### src/rtl/pmc_pkg.sv
package pmc_pkg;

    localparam int unsigned IDX_W   = 5;
    localparam int unsigned CYC_IDX = 31;

    // register word addresses in the miscellaneous bank
    localparam logic [6:0] A_CTRL    = 7'h00;
    localparam logic [6:0] A_CEN_SET = 7'h01;
    localparam logic [6:0] A_CEN_CLR = 7'h02;
    localparam logic [6:0] A_IEN_SET = 7'h03;
    localparam logic [6:0] A_IEN_CLR = 7'h04;
    localparam logic [6:0] A_OVF_SET = 7'h05;
    localparam logic [6:0] A_OVF_CLR = 7'h06;
    localparam logic [6:0] A_SWINC   = 7'h07;
    localparam logic [6:0] A_SEL     = 7'h08;
    localparam logic [6:0] A_IVAL    = 7'h09;
    localparam logic [6:0] A_ITYP    = 7'h0A;

    // address bank, taken from address bits 6:5
    typedef enum logic [1:0] {
        BANK_MISC = 2'b00,
        BANK_VAL  = 2'b01,
        BANK_TYP  = 2'b10,
        BANK_NONE = 2'b11
    } pmc_bank_e;

    // control bit positions
    localparam int unsigned CB_ENABLE  = 0;
    localparam int unsigned CB_EVT_RST = 1;
    localparam int unsigned CB_CYC_RST = 2;
    localparam int unsigned CB_DIV64   = 3;

    localparam logic [5:0] CTRL_KEEP = 6'h39;

endpackage

### src/rtl/pmc_event_ctr.sv
module pmc_event_ctr #(
    parameter int unsigned CTR_W   = 32,
    parameter int unsigned NUM_EVT = 8
) (
    input  logic               clk_i,
    input  logic               rst_ni,
    input  logic               run_i,
    input  logic               sw_hit_i,
    input  logic               clr_i,
    input  logic               val_we_i,
    input  logic               typ_we_i,
    input  logic [CTR_W-1:0]   wdata_i,
    input  logic [21:0]        typ_wdata_i,   // {filter[5:0], event[15:0]}
    input  logic [NUM_EVT-1:0] evt_i,
    output logic [CTR_W-1:0]   val_o,
    output logic [31:0]        typ_o,
    output logic               wrap_o
);

    logic [CTR_W-1:0] val_q;
    logic [15:0]      evt_q;
    logic [5:0]       flt_q;
    logic             ev_hit;
    logic             inc;

    always_comb begin
        ev_hit = 1'b0;
        for (int k = 0; k < NUM_EVT; k++) begin
            if (evt_q == 16'(k + 1) && evt_i[k]) ev_hit = 1'b1;
        end
        if (evt_q == 16'd0) ev_hit = sw_hit_i;
    end

    assign inc    = run_i && ev_hit && !clr_i && !val_we_i;
    assign wrap_o = inc && (val_q == {CTR_W{1'b1}});

    always_ff @(posedge clk_i) begin
        if (!rst_ni) begin
            val_q <= '0;
            evt_q <= '0;
            flt_q <= '0;
        end else begin
            if (clr_i)         val_q <= '0;
            else if (val_we_i) val_q <= wdata_i;
            else if (inc)      val_q <= val_q + 1'b1;
            if (typ_we_i) begin
                evt_q <= typ_wdata_i[15:0];
                flt_q <= typ_wdata_i[21:16];
            end
        end
    end

    assign val_o = val_q;
    assign typ_o = {flt_q, 10'd0, evt_q};

    a_r4_evt_clear: assert property (@(posedge clk_i) disable iff (!rst_ni)
        clr_i |=> (val_o == '0));

    a_r2_hold_idle: assert property (@(posedge clk_i) disable iff (!rst_ni)
        (!clr_i && !val_we_i && !(run_i && ev_hit)) |=> $stable(val_o));

endmodule

### src/rtl/pmc_cycle_ctr.sv
module pmc_cycle_ctr #(
    parameter int unsigned CTR_W    = 32,
    parameter int unsigned DIV_LOG2 = 6
) (
    input  logic             clk_i,
    input  logic             rst_ni,
    input  logic             run_i,
    input  logic             tick_i,
    input  logic             div_i,
    input  logic             clr_i,
    input  logic             val_we_i,
    input  logic             flt_we_i,
    input  logic [CTR_W-1:0] wdata_i,
    input  logic [5:0]       flt_wdata_i,
    output logic [CTR_W-1:0] val_o,
    output logic [31:0]      flt_o,
    output logic             wrap_o
);

    logic [CTR_W-1:0]    val_q;
    logic [DIV_LOG2-1:0] rem_q;
    logic [5:0]          flt_q;
    logic                live;
    logic                step;

    assign live   = run_i && tick_i && !clr_i && !val_we_i;
    assign step   = live && (!div_i || rem_q == {DIV_LOG2{1'b1}});
    assign wrap_o = step && (val_q == {CTR_W{1'b1}});

    always_ff @(posedge clk_i) begin
        if (!rst_ni) begin
            val_q <= '0;
            rem_q <= '0;
            flt_q <= '0;
        end else begin
            if (clr_i) begin
                val_q <= '0;
                rem_q <= '0;
            end else if (val_we_i) begin
                val_q <= wdata_i;
            end else begin
                if (live && div_i) rem_q <= rem_q + 1'b1;
                if (step)          val_q <= val_q + 1'b1;
            end
            if (flt_we_i) flt_q <= flt_wdata_i;
        end
    end

    assign val_o = val_q;
    assign flt_o = {flt_q, 26'd0};

    a_r5_cyc_clear: assert property (@(posedge clk_i) disable iff (!rst_ni)
        clr_i |=> (val_o == '0));

    a_r5_div_hold: assert property (@(posedge clk_i) disable iff (!rst_ni)
        (div_i && rem_q != {DIV_LOG2{1'b1}} && !clr_i && !val_we_i) |=> $stable(val_o));

endmodule

### src/rtl/pmc_status.sv
module pmc_status #(
    parameter int unsigned NUM_CTR = 4
) (
    input  logic        clk_i,
    input  logic        rst_ni,
    input  logic        cen_set_i,
    input  logic        cen_clr_i,
    input  logic        ien_set_i,
    input  logic        ien_clr_i,
    input  logic        ovf_set_i,
    input  logic        ovf_clr_i,
    input  logic [31:0] wmask_i,
    input  logic [31:0] wrap_i,
    output logic [31:0] cen_o,
    output logic [31:0] ien_o,
    output logic [31:0] ovf_o,
    output logic        irq_o
);

    localparam logic [31:0] LIVE = 32'h8000_0000 | 32'((64'd1 << NUM_CTR) - 64'd1);

    logic [31:0] cen_q;
    logic [31:0] ien_q;
    logic [31:0] ovf_q;
    logic [31:0] ovf_setm;
    logic [31:0] ovf_clrm;

    assign ovf_setm = ovf_set_i ? (wmask_i & LIVE) : 32'd0;
    assign ovf_clrm = ovf_clr_i ? wmask_i : 32'd0;

    always_ff @(posedge clk_i) begin
        if (!rst_ni) begin
            cen_q <= '0;
            ien_q <= '0;
            ovf_q <= '0;
        end else begin
            if (cen_set_i)      cen_q <= cen_q | (wmask_i & LIVE);
            else if (cen_clr_i) cen_q <= cen_q & ~wmask_i;
            if (ien_set_i)      ien_q <= ien_q | (wmask_i & LIVE);
            else if (ien_clr_i) ien_q <= ien_q & ~wmask_i;
            // a wrap in the same cycle wins over a clear
            ovf_q <= ((ovf_q | ovf_setm) & ~ovf_clrm) | wrap_i;
        end
    end

    assign cen_o = cen_q;
    assign ien_o = ien_q;
    assign ovf_o = ovf_q;
    assign irq_o = |(ovf_q & ien_q);

    a_r7_irq_on_wrap: assert property (@(posedge clk_i) disable iff (!rst_ni)
        ((|(wrap_i & ien_q)) && !ien_clr_i) |=> irq_o);

    a_r3_wrap_flags: assert property (@(posedge clk_i) disable iff (!rst_ni)
        (|wrap_i) |=> ((ovf_q & $past(wrap_i)) == $past(wrap_i)));

    a_r6_enable_clear: assert property (@(posedge clk_i) disable iff (!rst_ni)
        cen_clr_i |=> ((cen_q & $past(wmask_i)) == 32'd0));

endmodule

### src/rtl/perf_mon_unit.sv
module perf_mon_unit
    import pmc_pkg::*;
#(
    parameter int unsigned NUM_CTR  = 4,
    parameter int unsigned NUM_EVT  = 8,
    parameter int unsigned CTR_W    = 32,
    parameter logic [7:0]  IMP_CODE = 8'hA5,
    parameter logic [7:0]  ID_CODE  = 8'h3C
) (
    input  logic               clk_i,
    input  logic               rst_ni,
    input  logic [6:0]         reg_addr_i,
    input  logic               reg_we_i,
    input  logic [CTR_W-1:0]   reg_wdata_i,
    output logic [CTR_W-1:0]   reg_rdata_o,
    input  logic [NUM_EVT-1:0] evt_i,
    input  logic               tick_i,
    output logic               irq_o
);

    localparam int unsigned SLOTS = 2 ** IDX_W;

    logic [5:0]       ctrl_q;
    logic [IDX_W-1:0] sel_q;
    logic [31:0]      wlo;
    logic [31:0]      cen;
    logic [31:0]      ien;
    logic [31:0]      ovf;
    logic [31:0]      wrap_all;
    logic [31:0]      ctrl_rd;
    logic             wr_ctrl;
    logic             wr_swinc;
    logic             ge;
    pmc_bank_e        bank;
    logic [IDX_W-1:0] idx;

    logic [CTR_W-1:0] ev_val  [NUM_CTR];
    logic [31:0]      ev_typ  [NUM_CTR];
    logic [NUM_CTR-1:0] ev_wrap;
    logic [CTR_W-1:0] cyc_val;
    logic [31:0]      cyc_flt;
    logic             cyc_wrap;
    logic [CTR_W-1:0] val_all [SLOTS];
    logic [31:0]      typ_all [SLOTS];
    logic [SLOTS-1:0] val_we;
    logic [SLOTS-1:0] typ_we;

    assign wlo      = reg_wdata_i[31:0];
    assign bank     = pmc_bank_e'(reg_addr_i[6:5]);
    assign idx      = reg_addr_i[4:0];
    assign wr_ctrl  = reg_we_i && (reg_addr_i == A_CTRL);
    assign wr_swinc = reg_we_i && (reg_addr_i == A_SWINC);
    assign ge       = ctrl_q[CB_ENABLE];

    // write strobes for every index, direct or through the selection
    always_comb begin
        for (int j = 0; j < SLOTS; j++) begin
            val_we[j] = reg_we_i && ((bank == BANK_VAL && idx == IDX_W'(j)) ||
                                     (reg_addr_i == A_IVAL && sel_q == IDX_W'(j)));
            typ_we[j] = reg_we_i && ((bank == BANK_TYP && idx == IDX_W'(j)) ||
                                     (reg_addr_i == A_ITYP && sel_q == IDX_W'(j)));
        end
    end

    always_ff @(posedge clk_i) begin
        if (!rst_ni) begin
            ctrl_q <= '0;
            sel_q  <= '0;
        end else begin
            if (wr_ctrl) ctrl_q <= wlo[5:0] & CTRL_KEEP;
            if (reg_we_i && reg_addr_i == A_SEL) sel_q <= wlo[IDX_W-1:0];
        end
    end

    for (genvar i = 0; i < NUM_CTR; i++) begin : g_evt
        pmc_event_ctr #(
            .CTR_W   (CTR_W),
            .NUM_EVT (NUM_EVT)
        ) u_ctr (
            .clk_i       (clk_i),
            .rst_ni      (rst_ni),
            .run_i       (ge && cen[i]),
            .sw_hit_i    (wr_swinc && wlo[i]),
            .clr_i       (wr_ctrl && wlo[CB_EVT_RST]),
            .val_we_i    (val_we[i]),
            .typ_we_i    (typ_we[i]),
            .wdata_i     (reg_wdata_i),
            .typ_wdata_i ({wlo[31:26], wlo[15:0]}),
            .evt_i       (evt_i),
            .val_o       (ev_val[i]),
            .typ_o       (ev_typ[i]),
            .wrap_o      (ev_wrap[i])
        );
    end

    pmc_cycle_ctr #(
        .CTR_W    (CTR_W),
        .DIV_LOG2 (6)
    ) u_cyc (
        .clk_i       (clk_i),
        .rst_ni      (rst_ni),
        .run_i       (ge && cen[CYC_IDX]),
        .tick_i      (tick_i),
        .div_i       (ctrl_q[CB_DIV64]),
        .clr_i       (wr_ctrl && wlo[CB_CYC_RST]),
        .val_we_i    (val_we[CYC_IDX]),
        .flt_we_i    (typ_we[CYC_IDX]),
        .wdata_i     (reg_wdata_i),
        .flt_wdata_i (wlo[31:26]),
        .val_o       (cyc_val),
        .flt_o       (cyc_flt),
        .wrap_o      (cyc_wrap)
    );

    always_comb begin
        wrap_all = '0;
        for (int j = 0; j < NUM_CTR; j++) wrap_all[j] = ev_wrap[j];
        wrap_all[CYC_IDX] = cyc_wrap;
    end

    pmc_status #(
        .NUM_CTR (NUM_CTR)
    ) u_status (
        .clk_i     (clk_i),
        .rst_ni    (rst_ni),
        .cen_set_i (reg_we_i && reg_addr_i == A_CEN_SET),
        .cen_clr_i (reg_we_i && reg_addr_i == A_CEN_CLR),
        .ien_set_i (reg_we_i && reg_addr_i == A_IEN_SET),
        .ien_clr_i (reg_we_i && reg_addr_i == A_IEN_CLR),
        .ovf_set_i (reg_we_i && reg_addr_i == A_OVF_SET),
        .ovf_clr_i (reg_we_i && reg_addr_i == A_OVF_CLR),
        .wmask_i   (wlo),
        .wrap_i    (wrap_all),
        .cen_o     (cen),
        .ien_o     (ien),
        .ovf_o     (ovf),
        .irq_o     (irq_o)
    );

    // index space view: absent indices read zero
    for (genvar j = 0; j < SLOTS; j++) begin : g_map
        if (j == CYC_IDX) begin : g_cyc
            assign val_all[j] = cyc_val;
            assign typ_all[j] = cyc_flt;
        end else if (j < NUM_CTR) begin : g_ev
            assign val_all[j] = ev_val[j];
            assign typ_all[j] = ev_typ[j];
        end else begin : g_none
            assign val_all[j] = '0;
            assign typ_all[j] = '0;
        end
    end

    // bit 6 (long overflow) is not writable and reads zero
    assign ctrl_rd = {IMP_CODE, ID_CODE, 5'(NUM_CTR), 4'd0, 1'b0, ctrl_q};

    always_comb begin
        reg_rdata_o = '0;
        unique case (bank)
            BANK_VAL:  reg_rdata_o = val_all[idx];
            BANK_TYP:  reg_rdata_o = CTR_W'(typ_all[idx]);
            BANK_MISC: begin
                case (reg_addr_i)
                    A_CTRL:               reg_rdata_o = CTR_W'(ctrl_rd);
                    A_CEN_SET, A_CEN_CLR: reg_rdata_o = CTR_W'(cen);
                    A_IEN_SET, A_IEN_CLR: reg_rdata_o = CTR_W'(ien);
                    A_OVF_SET, A_OVF_CLR: reg_rdata_o = CTR_W'(ovf);
                    A_SEL:                reg_rdata_o = CTR_W'(sel_q);
                    A_IVAL:               reg_rdata_o = val_all[sel_q];
                    A_ITYP:               reg_rdata_o = CTR_W'(typ_all[sel_q]);
                    default:              reg_rdata_o = '0;
                endcase
            end
            BANK_NONE: reg_rdata_o = '0;
        endcase
    end

    a_r1_ctrl_keep: assert property (@(posedge clk_i) disable iff (!rst_ni)
        wr_ctrl |=> (ctrl_q[2:1] == 2'b00));

endmodule

### config.mk
export PLATFORM = sky130hd
export DESIGN_NAME = perf_mon_unit
export DESIGN_NICKNAME = d
export VERILOG_FILES = /design/src/rtl/pmc_pkg.sv /design/src/rtl/pmc_event_ctr.sv /design/src/rtl/pmc_cycle_ctr.sv /design/src/rtl/pmc_status.sv /design/src/rtl/perf_mon_unit.sv
export SDC_FILE = /design/constraint.sdc
export NUM_CORES = 1
export LEC_CHECK = 0
export BUFFER_PORTS_ARGS = -buffer_cell sky130_fd_sc_hd__buf_4
export CAP_MARGIN = 20
export CORE_MARGIN = 4
export CORE_UTILIZATION = 35
export CTS_CLUSTER_SIZE = 16
export DETAILED_ROUTE_END_ITERATION = 6
export HOLD_SLACK_MARGIN = 0.03
export SLEW_MARGIN = 20
export SYNTH_ARGS = -nofsm -noshare
export SYNTH_HDL_FRONTEND = slang
export SYNTH_SLANG_ARGS = --single-unit
### constraint.sdc
create_clock -name clk_i -period 3.15 [get_ports clk_i]
set_input_delay 0 -clock clk_i [delete_from_list [all_inputs] [get_ports clk_i]]
set_output_delay 0 -clock clk_i [all_outputs]
set_load 0.01 [all_outputs]
==> impl_metrics.ini, run 1 <==
[status]
status = finished clean

[grt]
met1_usage_pct = 33.57
grt_util_met2_pct = 41.27
gr-total-overflow = 0
grt_pass1_wl_um = 127100
use_met3_pct = 5.414
top_usage_layer = met2
grt_max_degree = 73
grt_pass1_vias = 19220
antenna_found_initial = 1
track_usage_pct = 26.19

[clock_tree]
cts_num_sinks = 365
clockBufferDepth = 3
cts_made_buffers = 42
cts_tree = built
root_buffer = clkbuf_16
insertion_delay_ns = 0.58
path_clk_slew_ns = 0.06
cts_max_level = 2

[critical_path]
cp.required_ns = 3.15
critPathMostFrequentCell = buf_4
path_cells = or4b_1 -> or2_2 -> nor2_1 -> buf_4 -> a22o_1 -> a221oi_1 -> nand4_1 -> buf_4
worstSetupStartpointType = flip-flop
crit_path_max_fanout = 10
arrival_ns = 3.11
crit_path_max_incr_delay_ns = 0.58
cp-end-kind = output pin
crit_type = flip-flop to output pin
cp_slowest_cell = or4b_1

[yosys]
avgSynthCellArea_um2 = 8.840
synth_cells = 2391
yosys.area.top_type_share_pct = 34.57
ys_warn_count = 0
ys_seq_area_share_pct = 34.57
synth_cell_types = 77
synth-seq-cells = 365
syn_nets = 2448
ys.flop_type = dfxtp_1
synth_edf_count = 0
synth_area_leaders = dfxtp_1 (35%), mux4_2 (12%), a21oi_1 (4.5%), mux2i_1 (4.4%), nand2_1 (4.2%)
ys_async_sr_fraction_pct = 0
syn-cell-area_mm2 = 0.02114
synth_top_area_cell = dfxtp_1

[floorplan]
die_h_um = 253.7
die_w_um = 253.7
initial_core_util_pct = 35.61
core_area_mm2 = 0.05935
num_io_pins = 84
std_cell_rows = 89
dieArea_mm2 = 0.06438

[drt]
antenna_left = 0
drc = 0
wirelength_um = 87120
via_count = 20190
vias_per_cell = 6.241
firstDrtPassIters = 7
drt-initial-drc-count = 2579
routedWlPerCell_um = 26.93

[timing]
max-slew-margin-rel_pct = 20.34
rsz0062_at_grt = false
clock_skew_ns = 0.01165
clock.fmax_ghz = 0.3213
max_slew.worst_pin.slew_ns = 1.190
finalSetupTns_ns = 0
layout_min_cycle_time_ns = 3.113
worst_hold_slack_ns = 0.1016
fin_crit_sh_pct = 98.82
slew_violations = 0
finalSetupViolations = 0
finalHoldViolCount = 0

[placement]
port_buffers = 83
dpl.hpwl_um = 61890
place_congestion = 0.9667
placed_cell_area_mm2 = 0.02268

[cells_and_area]
fin_nets = 2487
drive_above_1_share_pct = 16.06
utilization_pct = 41.18
areaGrowthSynthToFinish_pct = 15.63
design_area_mm2 = 0.02444

[worst_hold_path]
hp-class = primary input to flip-flop

[power_and_ir_drop]
power.density_mw_per_mm2 = 422.9
ir_worst_vdd_mv = 0.3120
total_power_w = 0.01034
p_leak_nw = 8.447

[job]
max_cap_viol_count = 0
[state kept, by name, indices dropped and copies added, names as in the netlist, named ones only]
signal             cells
g_evt.u_ctr.val_o    128
g_evt.u_ctr.evt_q     64
u_cyc.val_o           32
u_status.ovf_o        32
u_status.cen_o        27
u_status.ien_o        27
g_evt.u_ctr.flt_q     24
u_cyc.flt_q            6
u_cyc.rem_q            6
sel_q                  5
ctrl_q                 4
[logic make-up (layout without fill, tap and decap cells)]
logic type	Yosys count	count (layout)	share of synthesized area, %
and+or+nand+nor	873	873	21.06
buffers and inverters	247	316	4.724
adders and majority gates	6	6	0.3552
DFF	365	365	34.57
xor gates and xnor gates	142	142	5.884
muxes	205	205	16.13
AOI/OAI and AO/OA	553	553	17.27
other	0	2	0
[metal layers]
layer / vias up / wire length (µm)
li1: 8962 / -
met1: 9906 / 34300
met4: 0 / 5402
met2: 1086 / 39290
met3: 237 / 8119
met5: - / 0
[path summary, 6_finish.rpt]
check	endpoint	from	slack, ns	cells after the start
worst max-delay path	reg_rdata_o[5]	sel_q[3]	0.04	8
worst min-delay path	u_cyc.val_o[2]	tick_i	0.10	5
worst max register to register	u_cyc.val_o[28]	u_cyc.val_o[16]	0.16	7
worst min register to register	u_status.cen_o[15]	u_status.cen_o[15]	0.43	2
[metrics by stage]
| stage | cells | setup WS [ns] |
|---|---|---|
| final | 3235 | 0.03725 |
| after CTS | 3233 | 0.03813 |
| after floorplan | 2391 | 0.7224 |
| after global routing | 3233 | 0.03332 |
| after detailed placement | 3124 | 0.004824 |
| after global placement | 3124 | -0.009957 |
[synth_stat cells (all sizes together), types with 10 or more instances]
cell type	count
a21boi	25
inv	37
xor2	46
nor4	45
a22o	28
or4	13
and4	13
clkbuf	161
a211oi	75
nor2b	95
nand2	240
nand4	64
buf	49
mux2i	93
a222oi	21
nor3b	10
nor2	148
a22oi	48
and3	33
a21oi	191
nand2b	11
o22ai	15
a221oi	23
nor3	58
dfxtp	365
mux4	108
o21ai	82
xnor2	96
nand3	103
or2	10
[cells in the final DEF, fill, tap and decap left out, types with 27 or more instances in the layout]
master | Yosys | layout
a211oi_1 | 74 | 74
a21oi_1 | 191 | 191
a22o_1 | 27 | 27
a22oi_1 | 48 | 48
and3_1 | 33 | 33
buf_4 | 1 | 163
clkbuf_16 | 0 | 43
dfxtp_1 | 365 | 363
dlygate4sd3_1 | 0 | 34
inv_1 | 37 | 37
mux2i_1 | 93 | 93
mux4_2 | 108 | 108
nand2_1 | 238 | 235
nand3_1 | 103 | 101
nand4_1 | 63 | 63
nor2_1 | 148 | 144
nor2b_1 | 95 | 95
nor3_1 | 55 | 52
nor4_1 | 44 | 43
o21ai_0 | 80 | 79
xnor2_1 | 96 | 96
xor2_1 | 46 | 46
[report_power, final]
part | leakage (nW) | switching, W | total (W) | internal, W
logic | 4.83 | 0.000419 | 0.000640 | 0.000221
registers | 2.94 | 0.0000447 | 0.00469 | 0.00464
clock network | 0.674 | 0.00209 | 0.00501 | 0.00292
[critical path: cells and delay by family, from the launching register on]
family / cells / cell delay [ns]
simple gates: 4 / 1.45
flops: 1 / 0.33
compound gates: 2 / 0.25
buf+inv: 2 / 0.48
[timing repair]
item / 4_1_cts / 5_1_grt
resized for setup: 2 / 3
setup buffers: 1 / 0
hold buffers: 34 / 0
hold endpoints to repair: 358 / 0
setup endpoints to repair: 21 / 9
cloned: 0 / 0
[area by class of cell]
cell class,instances,area (µm²)
multi-input cells,1779,12930
diodes,2,5.005
clock buffers,65,1269
inverters,37,138.9
clock inverters,9,101.3
repair buffers,205,1715
fillers,5805,34910
flip-flops and latches,365,7312
well taps,773,967.2
Power figures use the tool's default switching activity.
==> run 2: changes to the inputs <==
--- a/config.mk
+++ b/config.mk
@@ -7,7 +7,6 @@
 export LEC_CHECK = 0
 export BUFFER_PORTS_ARGS = -buffer_cell sky130_fd_sc_hd__buf_4
 export CAP_MARGIN = 20
-export CORE_MARGIN = 4
 export CORE_UTILIZATION = 35
 export CTS_CLUSTER_SIZE = 16
 export DETAILED_ROUTE_END_ITERATION = 6
==> constraint.sdc (replaced) <==
create_clock -name clk_i -period 3 [get_ports clk_i]
set_input_delay 0 -clock clk_i [delete_from_list [all_inputs] [get_ports clk_i]]
set_output_delay 0 -clock clk_i [all_outputs]
set_load 0.01 [all_outputs]
==> run 2 against run 1 <==
Compared with the run above: highest routed layer is now met5; clock skew rose by 0.0083 ns; combinational power rose by 4.8%; clock power rose by 7.6%; the run now ends with design-rule violations left; sequential cell count did not move; routed wire length fell by 1.0%; non-clock buffer count rose by 18; largest power group unchanged; total power rose by 6.2%; utilization rose by 0.44 points.
==> impl_metrics.ini, run 2 (same netlist as run 1, synthesis figures left out) <==
[drt]
wirelength_um = 86200
vias_per_cell = 6.264
via_count = 20370
drc = 3
routedWlPerCell_um = 26.51
drt-initial-drc-count = 2165
antenna_left = 0
firstDrtPassIters = 7

[job]
max_cap_viol_count = 0

[floorplan]
std_cell_rows = 89
die_h_um = 247.7
core_area_mm2 = 0.05935
die_w_um = 247.7
initial_core_util_pct = 35.61
dieArea_mm2 = 0.06137
num_io_pins = 84

[clock_tree]
root_buffer = clkbuf_16
cts_made_buffers = 42
insertion_delay_ns = 0.59
cts_num_sinks = 365
cts_tree = built
cts_max_level = 2
clockBufferDepth = 3
path_clk_slew_ns = 0.06

[critical_path]
crit_path_max_fanout = 10
worstSetupStartpointType = flip-flop
cp-end-kind = output pin
cp.required_ns = 3.00
arrival_ns = 2.94
crit_type = flip-flop to output pin

[placement]
dpl.hpwl_um = 61380
port_buffers = 83
place_congestion = 0.9803
placed_cell_area_mm2 = 0.02281

[cells_and_area]
design_area_mm2 = 0.02470
layout_commonest_cell = dfxtp_1
drive_above_1_share_pct = 16.86
largest_reg_flops = 128
diodes = 0
fillers = 5770
areaGrowthSynthToFinish_pct = 16.87
most-common-layout-cells = dfxtp_1 (363), nand2_1 (235), a21oi_1 (191), buf_4 (173), nor2_1 (143)
regArea_mm2 = 0.007312
multiInputGateArea_mm2 = 0.01294
fin_nets = 2505

[timing]
fin_crit_sh_pct = 98.11
layout_min_cycle_time_ns = 2.943
max-slew-margin-rel_pct = 29.34
slew_violations = 0
finalSetupTns_ns = 0
clock_skew_ns = 0.01998
finalSetupViolations = 0
finalHoldViolCount = 0
max_slew.worst_pin.slew_ns = 1.054
rsz0062_at_grt = false
clock.fmax_ghz = 0.3398

[grt]
grt_pass1_vias = 19010
grt_pass1_wl_um = 127000
grt_max_degree = 102
antenna_found_initial = 2
gr-total-overflow = 0
track_usage_pct = 27.76

[power_and_ir_drop]
total_power_w = 0.01098
power.density_mw_per_mm2 = 444.4
ir_worst_vdd_mv = 0.4017
p_leak_nw = 8.579

[status]
status = finished, violations left
violations = design-rule violations

[worst_hold_path]
hp-class = primary input to flip-flop
-- run 2: path summary, 6_finish.rpt --
check / from / endpoint / slack [ns] / depth (start not counted)
worst min register to register: u_status.cen_o[13] / u_status.cen_o[13] / 0.43 / 2
worst max-delay path: sel_q[3] / reg_rdata_o[12] / 0.06 / 8
worst min-delay path: tick_i / u_cyc.val_o[2] / 0.1 / 5
worst max register to register: g_evt[3].u_ctr.evt_q[8] / g_evt[3].u_ctr.val_o[19] / 0.16 / 7
-- run 2: power breakdown --
group	switching, W	internal (W)
registers	0.0000451	0.00487
logic	0.000437	0.000234
clock network	0.00224	0.00315
total	0.00272	0.00826
-- run 2: critical path, stage by stage, from the launching register on --
cell,delay [ns]
dfxtp_1,0.34
or4b_1,0.57
or2_4,0.30
nor2_2,0.21
buf_12,0.17
a22o_1,0.30
a221oi_1,0.09
nand3_1,0.21
buf_4,0.15
-- run 2: layout make-up --
cell class / instances / share of cell area, %
clock inverter: 16 / 0.8155
inverter: 37 / 0.5623
clock buffer: 59 / 4.878
sequential: 365 / 29.60
timing repair buffer: 223 / 7.841
multi-input combinational: 1779 / 52.39
tap: 773 / 3.916
-- run 2: timing repair --
item / 4_1_cts / 5_1_grt
pin swaps: 1 / 1
gates resized for setup: 6 / 3
setup endpoints to repair: 22 / 3
setup buffers: 4 / 1
cloned: 0 / 1
endpoints found under the hold margin: 358 / 0
hold buffers: 35 / 0
-- run 2: metal layers --
| layer | GRT usage (%) | up-vias | wire length (µm) |
|---|---|---|---|
| met5 | 0 | - | 28 |
| met4 | 13.44 | 4 | 4627 |
| met1 | 36.28 | 10080 | 35110 |
| li1 | - | 8994 | - |
| met3 | 5.050 | 235 | 7366 |
| met2 | 44.03 | 1056 | 39070 |
-- run 2: metrics by stage --
step	hold slack (ns)	instances	worst slack, ns	utilization (%)
5_1_grt	0.1405	3252	0.003447	41.62
3_3_place_gp	0.2803	3136	0.2881	38.43
2_1_floorplan	0.08701	2391	0.5724	-
6_report	0.09988	3252	0.05673	41.62
3_5_place_dp	0.2822	3136	0.2616	38.43
4_1_cts	0.07961	3250	0.001168	41.54
==> run 3: changes to the inputs <==
--- a/config.mk
+++ b/config.mk
@@ -8,9 +8,11 @@
 export BUFFER_PORTS_ARGS = -buffer_cell sky130_fd_sc_hd__buf_4
 export CAP_MARGIN = 20
 export CORE_UTILIZATION = 35
+export CTS_CLUSTER_DIAMETER = 100
 export CTS_CLUSTER_SIZE = 16
 export DETAILED_ROUTE_END_ITERATION = 6
 export HOLD_SLACK_MARGIN = 0.03
+export REMOVE_ABC_BUFFERS = 1
 export SLEW_MARGIN = 20
 export SYNTH_ARGS = -nofsm -noshare
 export SYNTH_HDL_FRONTEND = slang
==> run 3 against run 2 <==
Compared with the run above: the flow still finishes with violations (design-rule violations); first-iteration DRC count is 6.0% higher; register-to-register slack worse by 0.02 ns; sequential cell count is the same; via count down 0.84%; die area did not move; clock power shrank 35%; global-route usage decreased by 0.40 points; clock skew grew 0.0052 ns; routed wire length fell by 1.2%; clock-buffer cell count fell by 32; sequential power barely moved; critical path type unchanged; critical endpoint is now reg_rdata_o[8]; largest cell class unchanged; highest routed layer is now met4.
==> impl_metrics.ini, run 3 (same netlist as run 1, synthesis figures left out) <==
[cells_and_area]
fin_nets = 2494
regArea_mm2 = 0.007315
largest_reg_flops = 128
drive_above_1_share_pct = 15.79
fillers = 5885
diodes = 0
multiInputGateArea_mm2 = 0.01295
design_area_mm2 = 0.02397
most-common-layout-cells = dfxtp_1 (363), nand2_1 (235), a21oi_1 (191), buf_4 (183), nor2_1 (143)
areaGrowthSynthToFinish_pct = 13.42
layout_commonest_cell = dfxtp_1

[critical_path]
crit_path_max_fanout = 13
r2r-start = g_evt[0].u_ctr.val_o[7]
timing.critical_path.to = reg_rdata_o[8]
r2r_slack_ns = 0.14
startpoint = sel_q[1]
crit_type = flip-flop to output pin
cp-end-kind = output pin
worstSetupStartpointType = flip-flop
r2r.worst_path.cells = 7
reg2reg_to = g_evt[0].u_ctr.val_o[30]
cp.required_ns = 3.00
arrival_ns = 2.90

[grt]
grt_pass1_wl_um = 126200
met1_usage_pct = 36.66
track_usage_pct = 27.35
grt_pass1_vias = 19080
grt_max_degree = 160
top_usage_layer = met2
antenna_found_initial = 0
grt_util_met2_pct = 43.48
gr-total-overflow = 0
use_met3_pct = 5.298

[drt]
drc = 4
routedWlPerCell_um = 26.53
wirelength_um = 85190
antenna_left = 0
drt-initial-drc-count = 2295
vias_per_cell = 6.290
via_count = 20200
firstDrtPassIters = 7

[power_and_ir_drop]
total_power_w = 0.009071
power.density_mw_per_mm2 = 378.4
ir_worst_vdd_mv = 0.4273
p_leak_nw = 8.235

[placement]
place_congestion = 0.9753
placed_cell_area_mm2 = 0.02288
port_buffers = 83
place_ws_ns = 0.2091
dpl.hpwl_um = 60540

[job]
max_cap_viol_count = 0

[clock_tree]
path_clk_slew_ns = 0.08
cts_tree = built
insertion_delay_ns = 0.60
clockBufferDepth = 3
cts_max_level = 1
root_buffer = clkbuf_16
post_cts_buffers = 0
cts_made_buffers = 27
cts_num_sinks = 365

[timing]
rsz0062_at_grt = false
slew_violations = 0
max_slew.worst_pin.slew_ns = 0.9456
max-slew-margin-rel_pct = 36.72
clock.fmax_ghz = 0.3451
finalSetupViolations = 0
fin_crit_sh_pct = 96.60
clock_skew_ns = 0.02515
layout_min_cycle_time_ns = 2.898
worst_hold_slack_ns = 0.08067
fin_ws_ns = 0.1020
finalHoldViolCount = 0

[floorplan]
std_cell_rows = 89
core_area_mm2 = 0.05935
die_h_um = 247.7
initial_core_util_pct = 35.61
dieArea_mm2 = 0.06137
die_w_um = 247.7
num_io_pins = 84

[worst_hold_path]
whs_path_depth = 5
hp-class = primary input to flip-flop

[status]
status = finished, violations left
violations = design-rule violations
## run 3: area by class of cell
class                      count  area share, %
tap                          773          4.035
clock inverter                 3         0.1409
inverter                      37         0.5794
clock buffer                  27          2.819
multi-input combinational   1779          54.04
timing repair buffer         227          7.871
sequential                   365          30.51
## run 3: worst min-delay path by stage
stage,startpoint,endpoint
floorplan,reg_wdata_i[4],u_status.cen_o[4]
finish,tick_i,u_cyc.val_o[0]
detailed placement,reg_wdata_i[24],u_status.cen_o[24]
CTS,tick_i,u_cyc.val_o[0]
global placement,reg_wdata_i[24],u_status.ien_o[24]
global route,tick_i,u_cyc.val_o[0]
## run 3: through the flow
step	cells	utilization, %	TNS (ns)
4_1_cts	3211	40.35	0
5_1_grt	3211	40.39	0
3_5_place_dp	3146	38.55	0
6_report	3211	40.39	0
2_1_floorplan	2181	-	-385.00
3_3_place_gp	3146	38.55	0
## run 3: critical path, stage by stage, from the launching register on
cell and delay, ns:
dfxtp_4 0.50, buf_4 0.35, mux4_2 0.57, a22o_1 0.19, a221oi_1 0.23, nand3_1 0.24, buf_4 0.21
## run 3: where the power goes
part,internal (W),switching [W]
logic,0.000235,0.000426
clock network,0.00161,0.00189
registers,0.00486,0.0000448
total,0.00671,0.00236
## run 3: metal layers
layer / up-vias / routed length (µm)
met3: 184 / 8213
met4: 0 / 3409
li1: 8952 / -
met2: 1120 / 38240
met5: - / 0
met1: 9941 / 35330
## run 3: repair_timing
item | 4_1_cts | 5_1_grt
gates resized for setup | 3 | 5
endpoints found under the hold margin | 359 | 0
hold buffers | 35 | 0
endpoints found under the setup margin | 4 | 8
